<file path="src/rtl/fetch_pkg.sv">
package fetch_pkg;
  localparam int unsigned INSTR_BYTES = 4;
  localparam int unsigned ALIGN_BITS  = $clog2(INSTR_BYTES);

  typedef enum logic [1:0] {
    NPC_SEQ   = 2'd0,
    NPC_HOLD  = 2'd1,
    NPC_REDIR = 2'd2
  } npc_sel_e;
endpackage

</file>
<file path="src/rtl/fetch_npc_sel.sv">
module fetch_npc_sel
  import fetch_pkg::*;
#(
  parameter int unsigned ADDR_W = 32
) (
  input  logic [ADDR_W-1:0] pc_i,
  input  logic              stall_i,
  input  logic              redirect_i,
  input  logic [ADDR_W-1:0] target_i,
  output npc_sel_e          sel_o,
  output logic [ADDR_W-1:0] npc_o
);
  localparam logic [ADDR_W-1:0] STEP = ADDR_W'(INSTR_BYTES);

  logic [ADDR_W-1:0] tgt_aligned;

  always_comb tgt_aligned = {target_i[ADDR_W-1:ALIGN_BITS], {ALIGN_BITS{1'b0}}};

  // redirect outranks stall
  always_comb begin
    if (redirect_i)   sel_o = NPC_REDIR;
    else if (stall_i) sel_o = NPC_HOLD;
    else              sel_o = NPC_SEQ;
  end

  always_comb begin
    case (sel_o)
      NPC_REDIR: npc_o = tgt_aligned;
      NPC_HOLD:  npc_o = pc_i;
      default:   npc_o = pc_i + STEP;
    endcase
  end
endmodule

</file>
<file path="src/rtl/fetch_pc_reg.sv">
module fetch_pc_reg
  import fetch_pkg::*;
#(
  parameter int unsigned     ADDR_W   = 32,
  parameter logic [ADDR_W-1:0] RESET_PC = '0
) (
  input  logic              clk_i,
  input  logic              rst_ni,
  input  npc_sel_e          sel_i,
  input  logic [ADDR_W-1:0] npc_i,
  output logic [ADDR_W-1:0] pc_o,
  output logic [ADDR_W-1:0] req_pc_o,
  output logic              req_valid_o,
  output logic [ADDR_W-1:0] addr_o
);
  logic [ADDR_W-1:0] pc_q, req_pc_q;
  logic              req_valid_q;

  always_ff @(posedge clk_i or negedge rst_ni) begin
    if (!rst_ni) begin
      pc_q        <= RESET_PC;
      req_pc_q    <= RESET_PC;
      req_valid_q <= 1'b0;
    end else begin
      case (sel_i)
        NPC_REDIR: begin
          pc_q        <= npc_i;
          req_pc_q    <= pc_q;
          req_valid_q <= 1'b0;  // wrong-path fetch
        end
        NPC_SEQ: begin
          pc_q        <= npc_i;
          req_pc_q    <= pc_q;
          req_valid_q <= 1'b1;
        end
        default: ;
      endcase
    end
  end

  // stalled: re-read the in-flight address so the returned word stays put
  always_comb addr_o = (sel_i == NPC_HOLD) ? req_pc_q : pc_q;

  assign pc_o        = pc_q;
  assign req_pc_o    = req_pc_q;
  assign req_valid_o = req_valid_q;
endmodule

</file>
<file path="src/rtl/fetch_out_reg.sv">
module fetch_out_reg
  import fetch_pkg::*;
#(
  parameter int unsigned        ADDR_W    = 32,
  parameter int unsigned        INSTR_W   = 32,
  parameter logic [INSTR_W-1:0] NOP_INSTR = '0
) (
  input  logic               clk_i,
  input  logic               rst_ni,
  input  npc_sel_e           sel_i,
  input  logic [INSTR_W-1:0] rdata_i,
  input  logic [ADDR_W-1:0]  req_pc_i,
  input  logic               req_valid_i,
  output logic [INSTR_W-1:0] instr_o,
  output logic [ADDR_W-1:0]  pc_o,
  output logic               valid_o
);
  logic [INSTR_W-1:0] instr_q;
  logic [ADDR_W-1:0]  pc_q;
  logic               valid_q;

  always_ff @(posedge clk_i or negedge rst_ni) begin
    if (!rst_ni) begin
      instr_q <= NOP_INSTR;
      pc_q    <= '0;
      valid_q <= 1'b0;
    end else begin
      case (sel_i)
        NPC_REDIR: begin
          instr_q <= NOP_INSTR;
          valid_q <= 1'b0;
        end
        NPC_SEQ: begin
          instr_q <= req_valid_i ? rdata_i : NOP_INSTR;
          pc_q    <= req_pc_i;
          valid_q <= req_valid_i;
        end
        default: ;
      endcase
    end
  end

  assign instr_o = instr_q;
  assign pc_o    = pc_q;
  assign valid_o = valid_q;
endmodule

</file>
<file path="src/rtl/fetch_npc_unit.sv">
module fetch_npc_unit
  import fetch_pkg::*;
#(
  parameter int unsigned        ADDR_W    = 32,
  parameter int unsigned        INSTR_W   = 32,
  parameter logic [ADDR_W-1:0]  RESET_PC  = '0,
  parameter logic [INSTR_W-1:0] NOP_INSTR = '0
) (
  input  logic               clk_i,
  input  logic               rst_ni,
  input  logic               stall_i,
  input  logic               redirect_i,
  input  logic [ADDR_W-1:0]  redirect_pc_i,
  output logic [ADDR_W-1:0]  imem_addr_o,
  input  logic [INSTR_W-1:0] imem_rdata_i,
  output logic [INSTR_W-1:0] if_instr_o,
  output logic [ADDR_W-1:0]  if_pc_o,
  output logic               if_valid_o
);
  npc_sel_e          sel;
  logic [ADDR_W-1:0] pc, npc, req_pc;
  logic              req_valid;

  fetch_npc_sel #(.ADDR_W(ADDR_W)) u_sel (
    .pc_i      (pc),
    .stall_i   (stall_i),
    .redirect_i(redirect_i),
    .target_i  (redirect_pc_i),
    .sel_o     (sel),
    .npc_o     (npc)
  );

  fetch_pc_reg #(.ADDR_W(ADDR_W), .RESET_PC(RESET_PC)) u_pc (
    .clk_i      (clk_i),
    .rst_ni     (rst_ni),
    .sel_i      (sel),
    .npc_i      (npc),
    .pc_o       (pc),
    .req_pc_o   (req_pc),
    .req_valid_o(req_valid),
    .addr_o     (imem_addr_o)
  );

  fetch_out_reg #(.ADDR_W(ADDR_W), .INSTR_W(INSTR_W), .NOP_INSTR(NOP_INSTR)) u_out (
    .clk_i      (clk_i),
    .rst_ni     (rst_ni),
    .sel_i      (sel),
    .rdata_i    (imem_rdata_i),
    .req_pc_i   (req_pc),
    .req_valid_i(req_valid),
    .instr_o    (if_instr_o),
    .pc_o       (if_pc_o),
    .valid_o    (if_valid_o)
  );
endmodule

</file>
<file path="config.mk">
export PLATFORM = sky130hd
export DESIGN_NAME = fetch_npc_unit
export DESIGN_NICKNAME = d
export VERILOG_FILES = /design/src/rtl/fetch_pkg.sv /design/src/rtl/fetch_npc_sel.sv /design/src/rtl/fetch_pc_reg.sv /design/src/rtl/fetch_out_reg.sv /design/src/rtl/fetch_npc_unit.sv
export SDC_FILE = /design/constraint.sdc
export NUM_CORES = 1
export LEC_CHECK = 0
export BUFFER_PORTS_ARGS = -buffer_cell sky130_fd_sc_hd__buf_2
export CELL_PAD_IN_SITES_DETAIL_PLACEMENT = 0
export CELL_PAD_IN_SITES_GLOBAL_PLACEMENT = 2
export CORE_MARGIN = 2
export CORE_UTILIZATION = 35
export DETAILED_ROUTE_END_ITERATION = 8
export PLACE_DENSITY = 0.87
export SYNTH_ARGS = -nofsm -noshare
export SYNTH_HDL_FRONTEND = slang
export SYNTH_SLANG_ARGS = --single-unit
</file>
<file path="constraint.sdc">
create_clock -name clk_i -period 6 [get_ports clk_i]
set_input_delay 1.2 -clock clk_i [delete_from_list [all_inputs] [get_ports clk_i]]
set_output_delay 1.2 -clock clk_i [all_outputs]
set_load 0.01 [all_outputs]
</file>
==> results of run 1 <==
## how the worst max path moves through the flow
stage / from / to / depth (start not counted)
2_1_floorplan: stall_i / imem_addr_o[10] / 7
3_3_place_gp: redirect_i / imem_addr_o[20] / 5
3_5_place_dp: redirect_i / imem_addr_o[11] / 5
4_1_cts: redirect_i / imem_addr_o[11] / 5
5_1_grt: redirect_i / imem_addr_o[8] / 5
6_report: redirect_i / imem_addr_o[11] / 5
## stage by stage
step                 util  worst slack, ns  hold slack [ns]  cells
floorplan               -             2.24            0.458    449
global placement    0.423             1.69            0.457    787
detailed placement  0.423             1.65            0.478    787
CTS                 0.465             1.65            0.491    818
global route        0.465             1.50            0.510    818
finish              0.465             1.66            0.487    818
## layout make-up
cell class / count / area share
tap: 211 / 0.0372
clock buffer: 21 / 0.0677
clock inverter: 10 / 0.0229
sequential: 124 / 0.437
inverter: 6 / 0.00317
multi-input combinational: 285 / 0.315
timing repair buffer: 161 / 0.117
## critical path, stage by stage
cell     delay (ns)
buf_2          0.32
nor2b_4        0.64
buf_12         0.38
mux2_2         0.38
buf_2          0.14
## cells in the mapped netlist (all sizes together)
master  instances
a21o            1
a21oi           1
a22o           32
a31oi          14
and3            2
and3b           1
and4            1
buf            12
clkbuf         22
conb            1
dfrtp         124
ha              1
inv             6
mux2           82
mux2i           1
nand2          27
nand2b          1
nand3           7
nand3b          1
nand4           9
nand4b          2
nor2           19
nor2b           2
nor3            3
nor4            4
o21ai          31
o31a            2
o31ai           4
o41ai           2
or2             1
or3             8
or4             6
or4b            2
xnor2           9
xor2            5
## flip-flops by register name, summed over array words and instances (netlist names)
signal / count
u_out.instr_o: 32
u_out.pc_o: 30
u_pc.pc_o: 30
u_pc.req_pc_o: 30
u_out.valid_o: 1
u_pc.req_valid_o: 1
## per-layer routing
metal,wire [um],GRT usage
met3,846,0.0512
met2,6120,0.247
met1,5810,0.206
met4,102,0.0486
met5,0,0
## power groups by stage
| stage | Combinational, mW | Sequential (mW) | Clock [mW] |
|---|---|---|---|
| after floorplan | 0.179 | 1.03 | 0 |
| after global routing | 0.378 | 1.02 | 1.17 |
| after global placement | 0.341 | 1.02 | 0 |
| after detailed placement | 0.348 | 1.02 | 0 |
| final | 0.341 | 1.01 | 1.10 |
| after CTS | 0.350 | 1.01 | 1.12 |
## kinds of logic after synthesis
family / count (synthesis) / synth area share
and+or+nand+nor: 96 / 0.0966
DFF: 124 / 0.565
buffers and inverters: 40 / 0.0335
xor gates and xnor gates: 14 / 0.0223
adders and majority gates: 1 / 0.00228
muxes: 83 / 0.170
other: 1 / 0.000683
AOI/OAI and AO/OA: 87 / 0.109
==> results.yml, run 1 <==
pwr:
  p_sw_mw: 0.605
  seq_power_share: 0.412
  power_mw: 2.45
  pwr-share-clk: 0.449
  internal-power_mw: 1.84
  ir_worst_vdd_v: 0.000267
  leakage_nw: 3.25
  power.density_mw_per_mm2: 344
  pwr-share-comb: 0.140
  switching_share: 0.247
layout:
  layout_commonest_cell: "buf_2"
  final_nets: 664
  fin_area_mm2: 0.00710
  syn2layout_area_growth_pct: 29.3
  register_area_mm2: 0.00310
  layout.cells.most_common_list: "buf_2 (157), dfrtp_1 (124), mux2_2 (82), a22o_1 (32), o21ai_0 (31)"
  drive_above_1_share: 0.470
  multi_input_area_mm2: 0.00223
  final.fill_count: 1422
  antenna_cells: 0
floorplan:
  dieArea_mm2: 0.0167
  die_y_um: 129
  initial_core_util: 0.360
  io_pins: 165
  core_mm2: 0.0153
  rows: 45
  die_width_um: 129
clock_network:
  clockRootBuffer: "clkbuf_16"
  h-tree-depth: 4
  cts_hold_buf: 0
  cts_sinks: 124
  ctsResizeCount: 0
  cts_tree: "built"
  numCtsBuffers: 17
  clk_latency_ns: 0.41
  clk_pin_slew_worst_paths_ns: 0.06
  clk_path_buf_depth: 2
  postCtsSetupBuffers: 0
detailed_routing:
  drc: 0
  first_iter_violations: 232
  via_count: 4039
  post_drt_wl_per_cell_um: 15.7
  vias_per_cell: 4.94
  wirelength_um: 12900
  dr.pass1.iters: 4
  ant_nets: 0
synth:
  synth_area_leader_cell: "dfrtp_1"
  netlist_area_mm2: 0.00549
  ys_types: 43
  synth_area_leaders: "dfrtp_1 (57%), mux2_2 (17%), a22o_1 (5.1%)"
  ys_warn_count: 0
  yosysTopAreaCellShare: 0.565
  ys_ff_latch: 124
  syn_avg_cell_area_um2: 12.3
  yosysSeqAreaShare: 0.565
  syn_inst: 446
sta:
  relSlewSlack: 0.309
  hold_viol_final: 0
  skew_ns: 0.00760
  finalCritPeriodShare: 0.723
  fmax_mhz: 230
  setup_viol: 0
  fin_tns_setup_ns: 0
  rsz0062_at_grt: "false"
  max_slew.worst_pin.slew_ns: 1.03
  fin_crit_ns: 4.34
  drv_slew: 0
hold_path:
  min_from: "u_out.valid_o"
  hold_depth: 1
  hold_class: "reg -> reg"
  holdPathEnd: "u_out.valid_o"
global_routing:
  grt_pass1_vias: 3939
  track_usage: 0.157
  antenna_found_initial: 1
  overflow: 0
  grt_max_degree: 76
  grt_pass1_wl_um: 20200
setup_path:
  reg2reg_to: "u_pc.pc_o[26]"
  r2r_start: "u_pc.pc_o[4]"
  crit_fanout: 75
  crit_path_start_kind: "input pin"
  end_kind: "output port"
  cp.required_ns: 4.80
  worstSetupPathType: "in -> out"
  crit_arrival_ns: 3.14
  reg2regPathDepth: 4
  reg2reg_slack_ns: 3.87
placement:
  gp_congestion: 0.745
  portBuffers: 158
  dp_hpwl_um: 8720
  placed_area_mm2: 0.00646
status:
  status: "finished clean"
run:
  cap_violations: 0
Note: power is estimated with default switching activity, not from simulation.
==> run 2, diff against run 1 <==
--- a/config.mk
+++ b/config.mk
@@ -9,9 +9,9 @@
 export CELL_PAD_IN_SITES_DETAIL_PLACEMENT = 0
 export CELL_PAD_IN_SITES_GLOBAL_PLACEMENT = 2
 export CORE_MARGIN = 2
-export CORE_UTILIZATION = 35
+export CORE_UTILIZATION = 33
 export DETAILED_ROUTE_END_ITERATION = 8
-export PLACE_DENSITY = 0.87
+export PLACE_DENSITY = 0.83
 export SYNTH_ARGS = -nofsm -noshare
 export SYNTH_HDL_FRONTEND = slang
 export SYNTH_SLANG_ARGS = --single-unit
==> constraint.sdc (replaced) <==
create_clock -name clk_i -period 4.34 [get_ports clk_i]
set_input_delay 0.868 -clock clk_i [delete_from_list [all_inputs] [get_ports clk_i]]
set_output_delay 0.868 -clock clk_i [all_outputs]
set_load 0.01 [all_outputs]
==> run 2 against run 1 <==
Sequential cell count is the same. Clock skew barely moved. Via count rose by 1.8%. Die area is 5.9% higher. Non-clock buffer count grew 2. Setup slack got worse by 0.46 ns. Total power increased by 34%. Sequential power up 38%.
==> results.yml, run 2 (synthesis gave the netlist of run 1 again) <==
status:
  status: "finished clean"
floorplan:
  core_mm2: 0.0164
  rows: 47
  die_width_um: 133
  die_y_um: 133
  io_pins: 165
  dieArea_mm2: 0.0177
  initial_core_util: 0.335
clock_network:
  ctsResizeCount: 0
  cts_tree: "built"
  cts_hold_buf: 0
  clk_pin_slew_worst_paths_ns: 0.05
  numCtsBuffers: 17
  clk_latency_ns: 0.41
  postCtsSetupBuffers: 0
  clk_path_buf_depth: 2
  h-tree-depth: 4
  cts_sinks: 124
  clockRootBuffer: "clkbuf_16"
placement:
  dp_hpwl_um: 8980
  portBuffers: 158
  gp_congestion: 0.771
  dp_cells: 798
  placed_area_mm2: 0.00648
  dpl_worst_slack_ns: 1.22
setup_path:
  end_kind: "output port"
  cpMostUsedCell: "buf_2"
  crit_path_start_kind: "input pin"
  crit_chain: "buf_2, nor2b_4, buf_12, mux2_2, buf_2"
  cp.required_ns: 3.47
  worstSetupPathType: "in -> out"
  crit_arrival_ns: 2.27
  reg2reg_slack_ns: 2.16
  crit_slowest_cell: "mux2_2"
  crit_fanout: 75
  crit_path_max_incr_delay_ns: 0.39
sta:
  fmax_mhz: 318
  fin_tns_setup_ns: 0
  timing.hold.ws_ns: 0.469
  setup_viol: 0
  max_slew.worst_pin.slew_ns: 0.982
  drv_slew: 0
  hold_viol_final: 0
  skew_ns: 0.00727
  finalCritPeriodShare: 0.724
  rsz0062_at_grt: "false"
  fin_crit_ns: 3.14
  layout_setup_ws_ns: 1.20
  relSlewSlack: 0.344
layout:
  final_cell_count_no_fill: 829
  multi_input_area_mm2: 0.00223
  layout_commonest_cell: "buf_2"
  largest_reg_flops: 32
  layout.cells.most_common_list: "buf_2 (157), dfrtp_1 (124), mux2_2 (82), a22o_1 (32), o21ai_0 (31)"
  drive_above_1_share: 0.470
  register_area_mm2: 0.00310
  final_nets: 666
  final.fill_count: 1562
  syn2layout_area_growth_pct: 29.0
  fin_area_mm2: 0.00708
detailed_routing:
  drc: 0
  wirelength_um: 13300
  dr.pass1.iters: 4
  first_iter_violations: 184
  via_count: 4112
  post_drt_wl_per_cell_um: 16.0
  ant_nets: 0
  vias_per_cell: 4.96
pwr:
  ir_worst_vdd_v: 0.000256
  power.density_mw_per_mm2: 463
  leakage_nw: 3.24
run:
  cap_violations: 0
hold_path:
  hold_class: "reg -> reg"
global_routing:
  track_usage: 0.157
  antenna_found_initial: 2
  grt_pass1_wl_um: 21900
  grt_max_degree: 101
  overflow: 0
  grt_pass1_vias: 4164
==> run 2: final timing paths <==
kind | start | end | cells past startpoint
max reg2reg | u_pc.pc_o[4] | u_pc.pc_o[28] | 4
max | stall_i | imem_addr_o[20] | 5
min reg2reg | u_out.valid_o | u_out.valid_o | 1
max in group asynchronous | rst_ni | u_pc.pc_o[17] | 2
min in group asynchronous | rst_ni | u_out.pc_o[7] | 1
min | u_out.valid_o | u_out.valid_o | 1
==> run 2: report_power, final <==
group / leakage, nW / internal (mW) / total (mW) / switching, mW
clock: 0.289 / 0.925 / 1.41 / 0.485
sequential: 1.52 / 1.29 / 1.39 / 0.103
combinational: 1.43 / 0.236 / 0.474 / 0.238
==> run 2: cell type report <==
cell class	count	share of cell area
Tap cell	220	0.0389
Multi-Input combinational cell	285	0.316
Clock buffer	23	0.0717
Sequential cell	124	0.438
Timing Repair Buffer	163	0.120
Antenna cell	2	0.000707
Clock inverter	6	0.0120
Inverter	6	0.00318
==> run 2: routing by layer <==
layer  global-route usage  part of all wire  wire length (um)
met1                0.203              0.44              5900
met2                0.246              0.47              6280
met3               0.0475             0.064               851
met4               0.0627             0.018               238
met5                    0           0.00098                13
==> run 2: worst max-delay path: cells and delay by family <==
family	cells	cell delay, ns
buffers and inverters	3	0.67
multiplexers	1	0.39
AND/OR/NAND/NOR	1	0.23
==> run 2: through the flow <==
step | utilization | power [mW]
finish | 0.432 | 3.28
global route | 0.431 | 3.44
CTS | 0.431 | 3.33
detailed placement | 0.395 | 1.90
global placement | 0.395 | 1.88
floorplan | - | 1.67
